## config.mk

```make
export PLATFORM = sky130hd
export DESIGN_NAME = dw_rmw_unit
export DESIGN_NICKNAME = d
export VERILOG_FILES = /design/src/rtl/dw_pkg.sv /design/src/rtl/dw_lane_alu.sv /design/src/rtl/dw_addr_step.sv /design/src/rtl/dw_seq.sv /design/src/rtl/dw_rmw_unit.sv
export SDC_FILE = /design/constraint.sdc
export NUM_CORES = 1
export LEC_CHECK = 0
export CORE_MARGIN = 2
export CORE_UTILIZATION = 40
export DETAILED_ROUTE_END_ITERATION = 10
export PLACE_DENSITY = 0.75
export SYNTH_ARGS = -nofsm -noshare
export SYNTH_HDL_FRONTEND = slang
export SYNTH_SLANG_ARGS = --single-unit
```

## constraint.sdc

```tcl
create_clock -name clk -period 4.7 [get_ports clk]
set_clock_uncertainty 0.1 [all_clocks]
set_input_delay 0.705 -clock clk [delete_from_list [all_inputs] [get_ports clk]]
set_output_delay 0.705 -clock clk [all_outputs]
set_load 0.01 [all_outputs]
```

## src/rtl/dw_pkg.sv

```systemverilog
package dw_pkg;
    typedef enum logic [1:0] {
        OP_REPLACE = 2'd0,
        OP_XOR     = 2'd1,
        OP_CLEAR   = 2'd2,
        OP_SET     = 2'd3
    } dw_op_e;

    typedef enum logic [1:0] {
        LN_WORD = 2'd0,
        LN_BAD  = 2'd1,
        LN_LOW  = 2'd2,
        LN_HIGH = 2'd3
    } dw_lane_e;

    typedef enum logic [1:0] {
        ST_IDLE,
        ST_READ,
        ST_WAIT,
        ST_WRITE
    } dw_state_e;
endpackage

```

## src/rtl/dw_lane_alu.sv

```systemverilog
module dw_lane_alu
    import dw_pkg::*;
#(
    parameter int DATA_W = 16,
    localparam int LANES = DATA_W / 8
) (
    input  logic [1:0]        op,
    input  logic [1:0]        lane_sel,
    input  logic [DATA_W-1:0] old_word,
    input  logic [DATA_W-1:0] data,
    output logic [DATA_W-1:0] new_word,
    output logic [LANES-1:0]  lane_en
);
    for (genvar g = 0; g < LANES; g++) begin : g_lane
        logic [7:0] o_b, d_b;
        assign o_b = old_word[g*8 +: 8];
        assign d_b = data[g*8 +: 8];

        always_comb begin
            unique case (dw_op_e'(op))
                OP_REPLACE: new_word[g*8 +: 8] = d_b;
                OP_XOR:     new_word[g*8 +: 8] = o_b ^ d_b;
                OP_CLEAR:   new_word[g*8 +: 8] = o_b & ~d_b;
                OP_SET:     new_word[g*8 +: 8] = o_b | d_b;
                default:    new_word[g*8 +: 8] = d_b;
            endcase
        end

        always_comb begin
            unique case (dw_lane_e'(lane_sel))
                LN_WORD: lane_en[g] = 1'b1;
                LN_LOW:  lane_en[g] = (g == 0);
                LN_HIGH: lane_en[g] = (g == LANES - 1);
                default: lane_en[g] = 1'b0;
            endcase
        end
    end
endmodule

```

## src/rtl/dw_addr_step.sv

```systemverilog
module dw_addr_step #(
    parameter int ADDR_W  = 18,
    parameter int PITCH_W = 8,
    localparam int EXT_W  = ADDR_W + PITCH_W + 3
) (
    input  logic [ADDR_W-1:0]  cur,
    input  logic [1:0]         sx,
    input  logic [1:0]         sy,
    input  logic [PITCH_W-1:0] pitch,
    output logic [ADDR_W-1:0]  nxt
);
    logic signed [EXT_W-1:0] cur_e, sx_e, sy_e, p_e, prod, sum;

    always_comb begin
        cur_e = {{(EXT_W-ADDR_W){1'b0}}, cur};
        sx_e  = {{(EXT_W-2){sx[1]}}, sx};
        sy_e  = {{(EXT_W-2){sy[1]}}, sy};
        p_e   = {{(EXT_W-PITCH_W){1'b0}}, pitch};
        prod  = sy_e * p_e;
        sum   = cur_e + sx_e + prod;
        nxt   = sum[ADDR_W-1:0];
    end
endmodule

```

## src/rtl/dw_seq.sv

```systemverilog
module dw_seq
    import dw_pkg::*;
(
    input  logic clk,
    input  logic rst_n,
    input  logic start,
    input  logic start_rmw,
    input  logic loop_rmw,
    input  logic last,
    input  logic rvalid,
    output logic rd,
    output logic wr,
    output logic busy,
    output logic capture,
    output dw_state_e state
);
    dw_state_e nstate;

    always_ff @(posedge clk) begin
        if (!rst_n) state <= ST_IDLE;
        else        state <= nstate;
    end

    always_comb begin
        nstate = state;
        unique case (state)
            ST_IDLE:  if (start) nstate = start_rmw ? ST_READ : ST_WRITE;
            ST_READ:  nstate = ST_WAIT;
            ST_WAIT:  if (rvalid) nstate = ST_WRITE;
            ST_WRITE: begin
                if (last)          nstate = ST_IDLE;
                else if (loop_rmw) nstate = ST_READ;
                else               nstate = ST_WRITE;
            end
            default:  nstate = ST_IDLE;
        endcase
    end

    always_comb begin
        rd      = (state == ST_READ);
        wr      = (state == ST_WRITE);
        busy    = (state != ST_IDLE);
        capture = (state == ST_WAIT) && rvalid;
    end
endmodule

```

## src/rtl/dw_rmw_unit.sv

```systemverilog
module dw_rmw_unit
    import dw_pkg::*;
#(
    parameter int DATA_W  = 16,
    parameter int ADDR_W  = 18,
    parameter int PITCH_W = 8,
    parameter int CNT_W   = 8,
    localparam int LANES  = DATA_W / 8
) (
    input  logic               clk,
    input  logic               rst_n,
    input  logic               req_valid,
    input  logic [1:0]         req_mode,
    input  logic [1:0]         req_type,
    input  logic [DATA_W-1:0]  req_data,
    input  logic [CNT_W-1:0]   req_count,
    input  logic [1:0]         step_x,
    input  logic [1:0]         step_y,
    input  logic [PITCH_W-1:0] pitch,
    input  logic               addr_load,
    input  logic [ADDR_W-1:0]  addr_value,
    output logic               busy,
    output logic [ADDR_W-1:0]  ead,
    output logic               mem_rd,
    output logic               mem_wr,
    output logic [ADDR_W-1:0]  mem_addr,
    output logic [DATA_W-1:0]  mem_wdata,
    output logic [LANES-1:0]   mem_be,
    input  logic [DATA_W-1:0]  mem_rdata,
    input  logic               mem_rvalid
);
    logic [DATA_W-1:0]  data_q, old_q;
    logic [1:0]         mode_q, type_q, sx_q, sy_q;
    logic [PITCH_W-1:0] pitch_q;
    logic [CNT_W-1:0]   remain_q;
    logic [ADDR_W-1:0]  ead_nxt;
    logic               accept, capture, last;
    dw_state_e          state;

    assign accept = req_valid && !busy && (dw_lane_e'(req_type) != LN_BAD);
    assign last   = (remain_q == '0);

    dw_seq u_seq (
        .clk       (clk),
        .rst_n     (rst_n),
        .start     (accept),
        .start_rmw (dw_op_e'(req_mode) != OP_REPLACE),
        .loop_rmw  (dw_op_e'(mode_q) != OP_REPLACE),
        .last      (last),
        .rvalid    (mem_rvalid),
        .rd        (mem_rd),
        .wr        (mem_wr),
        .busy      (busy),
        .capture   (capture),
        .state     (state)
    );

    dw_lane_alu #(.DATA_W(DATA_W)) u_alu (
        .op       (mode_q),
        .lane_sel (type_q),
        .old_word (old_q),
        .data     (data_q),
        .new_word (mem_wdata),
        .lane_en  (mem_be)
    );

    dw_addr_step #(.ADDR_W(ADDR_W), .PITCH_W(PITCH_W)) u_step (
        .cur   (ead),
        .sx    (sx_q),
        .sy    (sy_q),
        .pitch (pitch_q),
        .nxt   (ead_nxt)
    );

    always_ff @(posedge clk) begin
        if (!rst_n) begin
            data_q   <= '0;
            mode_q   <= '0;
            type_q   <= '0;
            sx_q     <= '0;
            sy_q     <= '0;
            pitch_q  <= '0;
            remain_q <= '0;
        end else if (accept) begin
            data_q   <= req_data;
            mode_q   <= req_mode;
            type_q   <= req_type;
            sx_q     <= step_x;
            sy_q     <= step_y;
            pitch_q  <= pitch;
            remain_q <= req_count;
        end else if (mem_wr && !last) begin
            remain_q <= remain_q - 1'b1;
        end
    end

    always_ff @(posedge clk) begin
        if (!rst_n)       old_q <= '0;
        else if (capture) old_q <= mem_rdata;
    end

    always_ff @(posedge clk) begin
        if (!rst_n)                 ead <= '0;
        else if (!busy && addr_load) ead <= addr_value;
        else if (mem_wr)            ead <= ead_nxt;
    end

    assign mem_addr = ead;
endmodule

```

==> results of run 1 <==
-- per-stage QoR --
stage / worst slack (ns) / area, sq um / power, uW / instances
finish: 0.322 / 7540 / 2260 / 978
global route: 0.0164 / 7540 / 2400 / 978
CTS: 0.189 / 7520 / 2270 / 978
detailed placement: 0.188 / 7220 / 1540 / 962
global placement: 0.268 / 7220 / 1520 / 962
floorplan: 0.197 / 5850 / 1260 / 684
-- worst min-delay path by stage --
| stage | start | endpoint | cells past startpoint |
|---|---|---|---|
| after floorplan | sx_q[0] | sx_q[0] | 2 |
| after global placement | type_q[0] | type_q[0] | 2 |
| after detailed placement | type_q[0] | type_q[0] | 2 |
| after CTS | type_q[0] | type_q[0] | 2 |
| after global routing | type_q[0] | type_q[0] | 2 |
| final | type_q[0] | type_q[0] | 2 |
-- cell usage in the layout (no fill, tap or decap), drive strengths merged, types with 3 or more instances in the layout --
| cell type | count |
|---|---|
| a21o | 8 |
| nor2b | 11 |
| nor2 | 24 |
| a31oi | 4 |
| inv | 76 |
| xor2 | 8 |
| nor4 | 3 |
| and3 | 4 |
| buf | 7 |
| nand3 | 11 |
| and2 | 8 |
| a21oi | 24 |
| a21boi | 53 |
| clkbuf | 13 |
| o211a | 9 |
| fa | 20 |
| or2 | 3 |
| nand2 | 144 |
| xnor2 | 16 |
| o211ai | 5 |
| nor3 | 3 |
| mux2i | 3 |
| clkdlybuf4s50 | 134 |
| mux4 | 16 |
| ha | 65 |
| o21ai | 16 |
| dfxtp | 76 |
-- kinds of logic after synthesis --
logic type                 Yosys count
and+or+nand+nor                    220
AOI/OAI and AO/OA                  137
buffers and inverters              123
adders and majority gates           85
DFF                                 76
xor gates and xnor gates            24
muxes                               19
-- area by class of cell --
type / count / area, sq um / area share
repair buffers: 141 / 1390 / 0.184
clock inverters: 3 / 45.0 / 0.00597
flip-flops and latches: 76 / 1520 / 0.202
multi-input cells: 485 / 3810 / 0.505
well taps: 184 / 230 / 0.0305
inverters: 76 / 288 / 0.0381
clock buffers: 13 / 260 / 0.0345
-- state kept, by name, indices dropped and copies added, names as in the netlist --
register and cells:
u_seq.state 2, sx_q 2, pitch_q 8, ead 18, data_q 16, type_q 2, mode_q 2, sy_q 2
remain_q 8, old_q 16
-- repair_timing --
item,CTS,global route
gates resized for setup,0,3
setup endpoints to repair,0,5
hold buffers,0,0
-- routing by layer --
metal  track usage  vias to the layer above
li1              -                     2462
met1         0.236                     2279
met2         0.318                      147
met3        0.0567                       16
met4        0.0451                        0
met5             0                        -
-- power groups by stage --
stage / Clock (uW) / Combinational [uW] / Sequential [uW]
2_1_floorplan: 0 / 484 / 776
3_3_place_gp: 0 / 729 / 788
3_5_place_dp: 0 / 745 / 790
4_1_cts: 740 / 753 / 777
5_1_grt: 771 / 838 / 790
6_report: 726 / 755 / 776
-- tightest hold or removal path: stages, from the launching register on --
cell and delay [ns]:
dfxtp_1 0.31, nand2_1 0.05, a21boi_1 0.05
==> summary.md, run 1 <==
| Metric | Value |
|---|---|
| Predominant post-synthesis flop cell | dfxtp_1 |
| Drt first pass iters | 4 |
| First-pass GRT wire length | 23800 um |
| Actual slew at the worst max-slew pin | 1.15 ns |
| CP Launch Type | flip-flop |
| Max_cap viols | 0 |
| Post-synth EDFFs | 0 |
| Kind of cell adding the most delay to the critical path | adder cells |
| DR WL/cell | 14.7 um |
| Clock slew seen by the registers of the worst setup and hold paths | 0.06 ns |
| Die H | 125 um |
| Largest area contributor in the netlist | dfxtp_1 |
| Worst R2R Setup Slack | 0.32 ns |
| Fin nets | 953 |
| CP arrival | 4.51 ns |
| RR Endpoint | ead[15] |
| Die X-Extent | 125 um |
| Total Routing Usage GR | 0.188 |
| Most frequent cell after synthesis | nand2_1 |
| Layout cells sized above 1 | 0.0718 |
| CTS tree | yes |
| Uppermost routed layer | met4 |
| Worst Setup Path Type | reg2reg |
| WHS | 0.352 ns |
| Slowest cell delay on critical path | 0.48 ns |
| Multiplexer area fraction after synthesis | 0.0668 |
| Seq pwr share | 0.344 |
| Register area share after synthesis | 0.260 |
| Slew Limit Fails | 0 |
| Class of the worst hold path | reg2reg |
| Post-Synth Simple-Gate Area | 0.167 |
| Syn Std Cell Area | 5850 sq um |
| # rows | 44 |
| RR Startpoint | sy_q[1] |
| Post-Syn Nets | 848 |
| Initial Util | 0.405 |
| RSZ-0062 raised after global routing | no |
| Peak Freq | 228 MHz |
| Post CTS Setup Buffer Count | 0 |
| Combinational Power Share | 0.335 |
| CTS HTree Levels | 3 |
| Yosys warns | 0 |
| Crit-path cells | inv_4, nor2_1, ha_1, ha_1, fa_1, a21o_1, a21oi_1, nor2b_1, o21a_1, nor2_1, xnor2_1, fa_1, ha_4, o21ai_0, a32oi_2, a31oi_1, xnor2_1, a221oi_2, nor2b_1 |
| Vias in the first global route | 4955 |
| Total I/O pin count | 136 |
| Top cells by area, synth | dfxtp_1, ha_1, nand2_1 |
| DRT antenna net count | 0 |
| Synth top area share | 0.260 |
| Unique masters post-synth | 58 |
| Period utilization | 0.931 |
| R2R depth | 19 |
| Post-Route Setup TNS | 0 ns |
| TritonCTS Buffers | 9 |
| Final GP Congestion | 0.868 |
| Critical path launch point | sy_q[1] |
| CTS root buf | clkbuf_16 |
| Max Root-Sink Buffers | 2 |
| Power share of the clock group | 0.322 |
| Vias post-DR | 4904 |
| Synth Area in Adders | 0.208 |
| Largest family of logic cells by synthesized area | adder cells |
| Finished Core Util | 0.523 |
| Pleak | 0.00327 uW |
| Largest fanout on the critical path | 10 |
| Critical path buffers and inverters | 1 |
| Final HPWL from detailed placement | 10600 um |
| Worst path required time | 4.83 ns |
| Skew-Pair Late Insertion Delay | 0.34 ns |
| Commonest cells in the netlist | nand2_1, dfxtp_1, inv_1 |
| Critical path depth | 19 |
| Met3 Wirelength | 981 um |
| ANT cells | 0 |
| Rel. slew slack | 0.232 |
| Die area | 15600 sq um |
| Final wirelength | 14300 um |
| Async set-reset flop share out of synthesis | 0 |
| Initial detailed-routing violation count | 238 |
| Int Pwr | 1530 uW |
| Antenna violations before repair | 0 |
| Layout area overhead | 29.0% |
| Met2 WL | 6660 um |
| Wire length on met1 | 6510 um |
| Fill cell count | 1382 |
| Synthesized instance count | 684 |
| Remaining Overflow, GRT | 0 |
| FF+latch count, synth | 76 |
| PD cells | 299 nW/um^2 |
| Final hold vios | 0 |
| Outcome | finished, final reports clean |
| Sw power | 725 uW |
| Critical Path Slowest Stage Cell | fa_1 |
| Port bufs | 135 |
| Largest net degree at the start of global routing | 53 |
| DRC viols | 0 |
| Worst vdd ir | 208 uV |
| Clk sinks | 76 |
| Crit path time final | 4.38 ns |
| Core area | 14400 sq um |
| Setup crit end | ead[15] |
| Syn Area/Cell | 8.55 sq um |
| Post-Synth XOR/XNOR Area | 0.0360 |
| Final setup fails | 0 |
| CP Capture Type | flip-flop |
| Synth Area in Compound Gates | 0.171 |
| Vias/cell | 5.01 |
| Switch share | 0.321 |
Note: power is estimated with default switching activity, not from simulation.
==> inputs of run 2 (changes only) <==
CORE_UTILIZATION = 46   (was 40)
CTS_CLUSTER_SIZE = 14   (was unset)
PLACE_DENSITY = 0.83   (was 0.75)
==> summary.md, run 2 (synthesis results as in run 1) <==
| Metric | Value |
|---|---|
| Worst vdd ir | 176 uV (-15%) |
| Slew Limit Fails | 0 (unchanged) |
| Worst Setup Path Type | reg2reg |
| Worst path required time | 4.83 ns (about the same) |
| Die H | 117 um (-6.5%) |
| Final GP Congestion | 0.863 (-0.63%) |
| Die area | 13600 sq um (-13%) |
| Peak Freq | 225 MHz (-1.7%) |
| Switch share | 0.319 (-0.00277) |
| ANT cells | 0 (unchanged) |
| Power share of the clock group | 0.335 (+0.013) |
| Final hold vios | 0 (unchanged) |
| Final HPWL from detailed placement | 10400 um (-1.1%) |
| PD cells | 305 nW/um^2 (+1.9%) |
| Sw power | 734 uW (+1.2%) |
| Max_cap viols | 0 (unchanged) |
| Port bufs | 135 (unchanged) |
| Int Pwr | 1570 uW (+2.5%) |
| Most frequent cells in the layout | nand2_1, clkdlybuf4s50_1, dfxtp_1, inv_1, ha_1 |
| Worst R2R Setup Slack | 0.25 ns (-0.08 ns) |
| Combinational Power Share | 0.330 (-0.005) |
| Largest fanout on the critical path | 10 (unchanged) |
| CTS tree | yes |
| Crit path time final | 4.45 ns (+0.0751 ns) |
| Vias/cell | 5.21 (+3.9%) |
| Fill cell count | 1089 (-21%) |
| Layout cells sized above 1 | 0.0806 (+0.00882) |
| Outcome | finished, final reports clean |
| Initial Util | 0.467 (+0.0617) |
| Post CTS Setup Buffer Count | 0 (unchanged) |
| Total Routing Usage GR | 0.223 (+0.0349) |
| Largest net degree at the start of global routing | 48 (-9.4%) |
| DRC viols | 0 (unchanged) |
| CP arrival | 4.58 ns (+0.07 ns) |
| Multi-input gate area | 3820 sq um (+0.26%) |
| Initial detailed-routing violation count | 307 (+29%) |
| WHS | 0.359 ns (+0.00776 ns) |
| Placed cell count | 950 (-1.2%) |
| Max Root-Sink Buffers | 2 (unchanged) |
| Total I/O pin count | 136 (unchanged) |
| Rel. slew slack | 0.376 (+0.144) |
| First-pass GRT wire length | 23600 um (-0.81%) |
| DRT antenna net count | 0 (unchanged) |
| Clk sinks | 76 (unchanged) |
| Vias in the first global route | 5068 (+2.3%) |
| Drt first pass iters | 4 (unchanged) |
| Crit-path cells | inv_4, nor2_1, ha_1, ha_1, fa_1, a21o_1, a21oi_2, nor2b_1, o21a_1, nor2_1, xnor2_1, fa_1, ha_4, o21ai_0, a32oi_2, a31oi_2, xnor2_1, a221oi_2, nor2b_1 |
| Register area | 1520 sq um (+0.16%) |
| Remaining Overflow, GRT | 0 (unchanged) |
| Class of the worst hold path | reg2reg |
| Final Non-Filler Cells | 966 (-1.2%) |
| Pleak | 0.00329 uW (+0.69%) |
| Vias post-DR | 5035 (+2.7%) |
| DR WL/cell | 14.8 um (+1.3%) |
| TritonCTS Buffers | 9 (unchanged) |
| Most common cell after layout, fill and taps aside | nand2_1 |
| CTS HTree Levels | 3 (unchanged) |
| RSZ-0062 raised after global routing | no |
| Core area | 12500 sq um (-13%) |
| CTS root buf | clkbuf_16 |
| CP Capture Type | flip-flop |
| Layout area overhead | 29.4% |
| Largest regs | ead (18), data_q (16), old_q (16) |
| Max reg flops | 18 (unchanged) |
| Actual slew at the worst max-slew pin | 0.935 ns (-0.216 ns) |
| Antenna violations before repair | 0 (unchanged) |
| CP Launch Type | flip-flop |
| Die X-Extent | 117 um (-6.5%) |
| Largest Register | ead |
| Final setup fails | 0 (unchanged) |
| Post-Route Setup TNS | 0 ns (unchanged) |
| Period utilization | 0.947 (+0.0160) |
| Fin nets | 953 (unchanged) |
| Critical Path Slowest Stage Cell | fa_1 |
| Clock slew seen by the registers of the worst setup and hold paths | 0.06 ns (about the same) |
| Final wirelength | 14300 um (about the same) |
| # rows | 41 (-6.8%) |
| Slowest cell delay on critical path | 0.49 ns (about the same) |
| Seq pwr share | 0.334 (-0.010) |
| Skew-Pair Late Insertion Delay | 0.35 ns (about the same) |
==> run 2: changes by cell type in the layout (fill, tap and decap cells not counted), moves of 2 or more <==
cell and delta:
clkinv_4 +2, clkinvlp_4 -2, dfxtp_2 +2, clkinv_2 +2, clkbuf_1 -2, dfxtp_1 -2
==> run 2: final timing paths <==
path,endpoint,start,depth (start not counted)
worst max-delay path,ead[15],sy_q[1],19
worst min-delay path,sx_q[0],sx_q[0],2
worst max register to register,ead[15],sy_q[1],19
worst min register to register,sx_q[0],sx_q[0],2
==> run 2: power by group through the flow <==
stage	Sequential [uW]	Combinational [uW]	Clock (uW)
after floorplan	776	484	0
final	771	761	772
after global placement	782	728	0
after detailed placement	784	754	0
after CTS	771	761	782
after global routing	781	852	813
==> run 2: metrics by stage <==
stage          cell area, sq um  power [uW]  setup WS, ns   util
2_1_floorplan              5850        1260         0.197      -
3_3_place_gp               7200        1510         0.281  0.576
3_5_place_dp               7200        1540         0.145  0.576
4_1_cts                    7530        2310        0.0944  0.602
5_1_grt                    7560        2450       0.00615  0.604
6_report                   7560        2300         0.247  0.604
==> run 2: critical path, delay by kind of cell (launching register included) <==
| kind | cells | cell delay, ns |
|---|---|---|
| XOR/XNOR | 2 | 0.33 |
| adder cells (fa/ha/maj) | 5 | 1.74 |
| AO/OA/AOI/OAI | 7 | 1.41 |
| AND/OR/NAND/NOR | 4 | 0.33 |
| buffers and inverters | 1 | 0.11 |
| flip-flops | 1 | 0.34 |
==> run 2: metal layers <==
metal / share of wire / vias up / GRT usage
li1: - / 2468 / -
met5: 0 / - / 0
met2: 0.49 / 174 / 0.373
met4: 0.014 / 0 / 0.0855
met1: 0.42 / 2377 / 0.277
met3: 0.080 / 16 / 0.0576
==> run 2: layout make-up <==
cell class,count,share of cell area
Clock buffer,10,0.0316
Clock inverter,6,0.0116
Inverter,76,0.0381
Multi-Input combinational cell,485,0.505
Sequential cell,76,0.202
Tap cell,172,0.0285
Timing Repair Buffer,141,0.184
==> run 2: repair_timing <==
| action | CTS | global route |
|---|---|---|
| hold buffers | 0 | 0 |
| endpoints found under the setup margin | 0 | 6 |
| gates resized for setup | 0 | 8 |
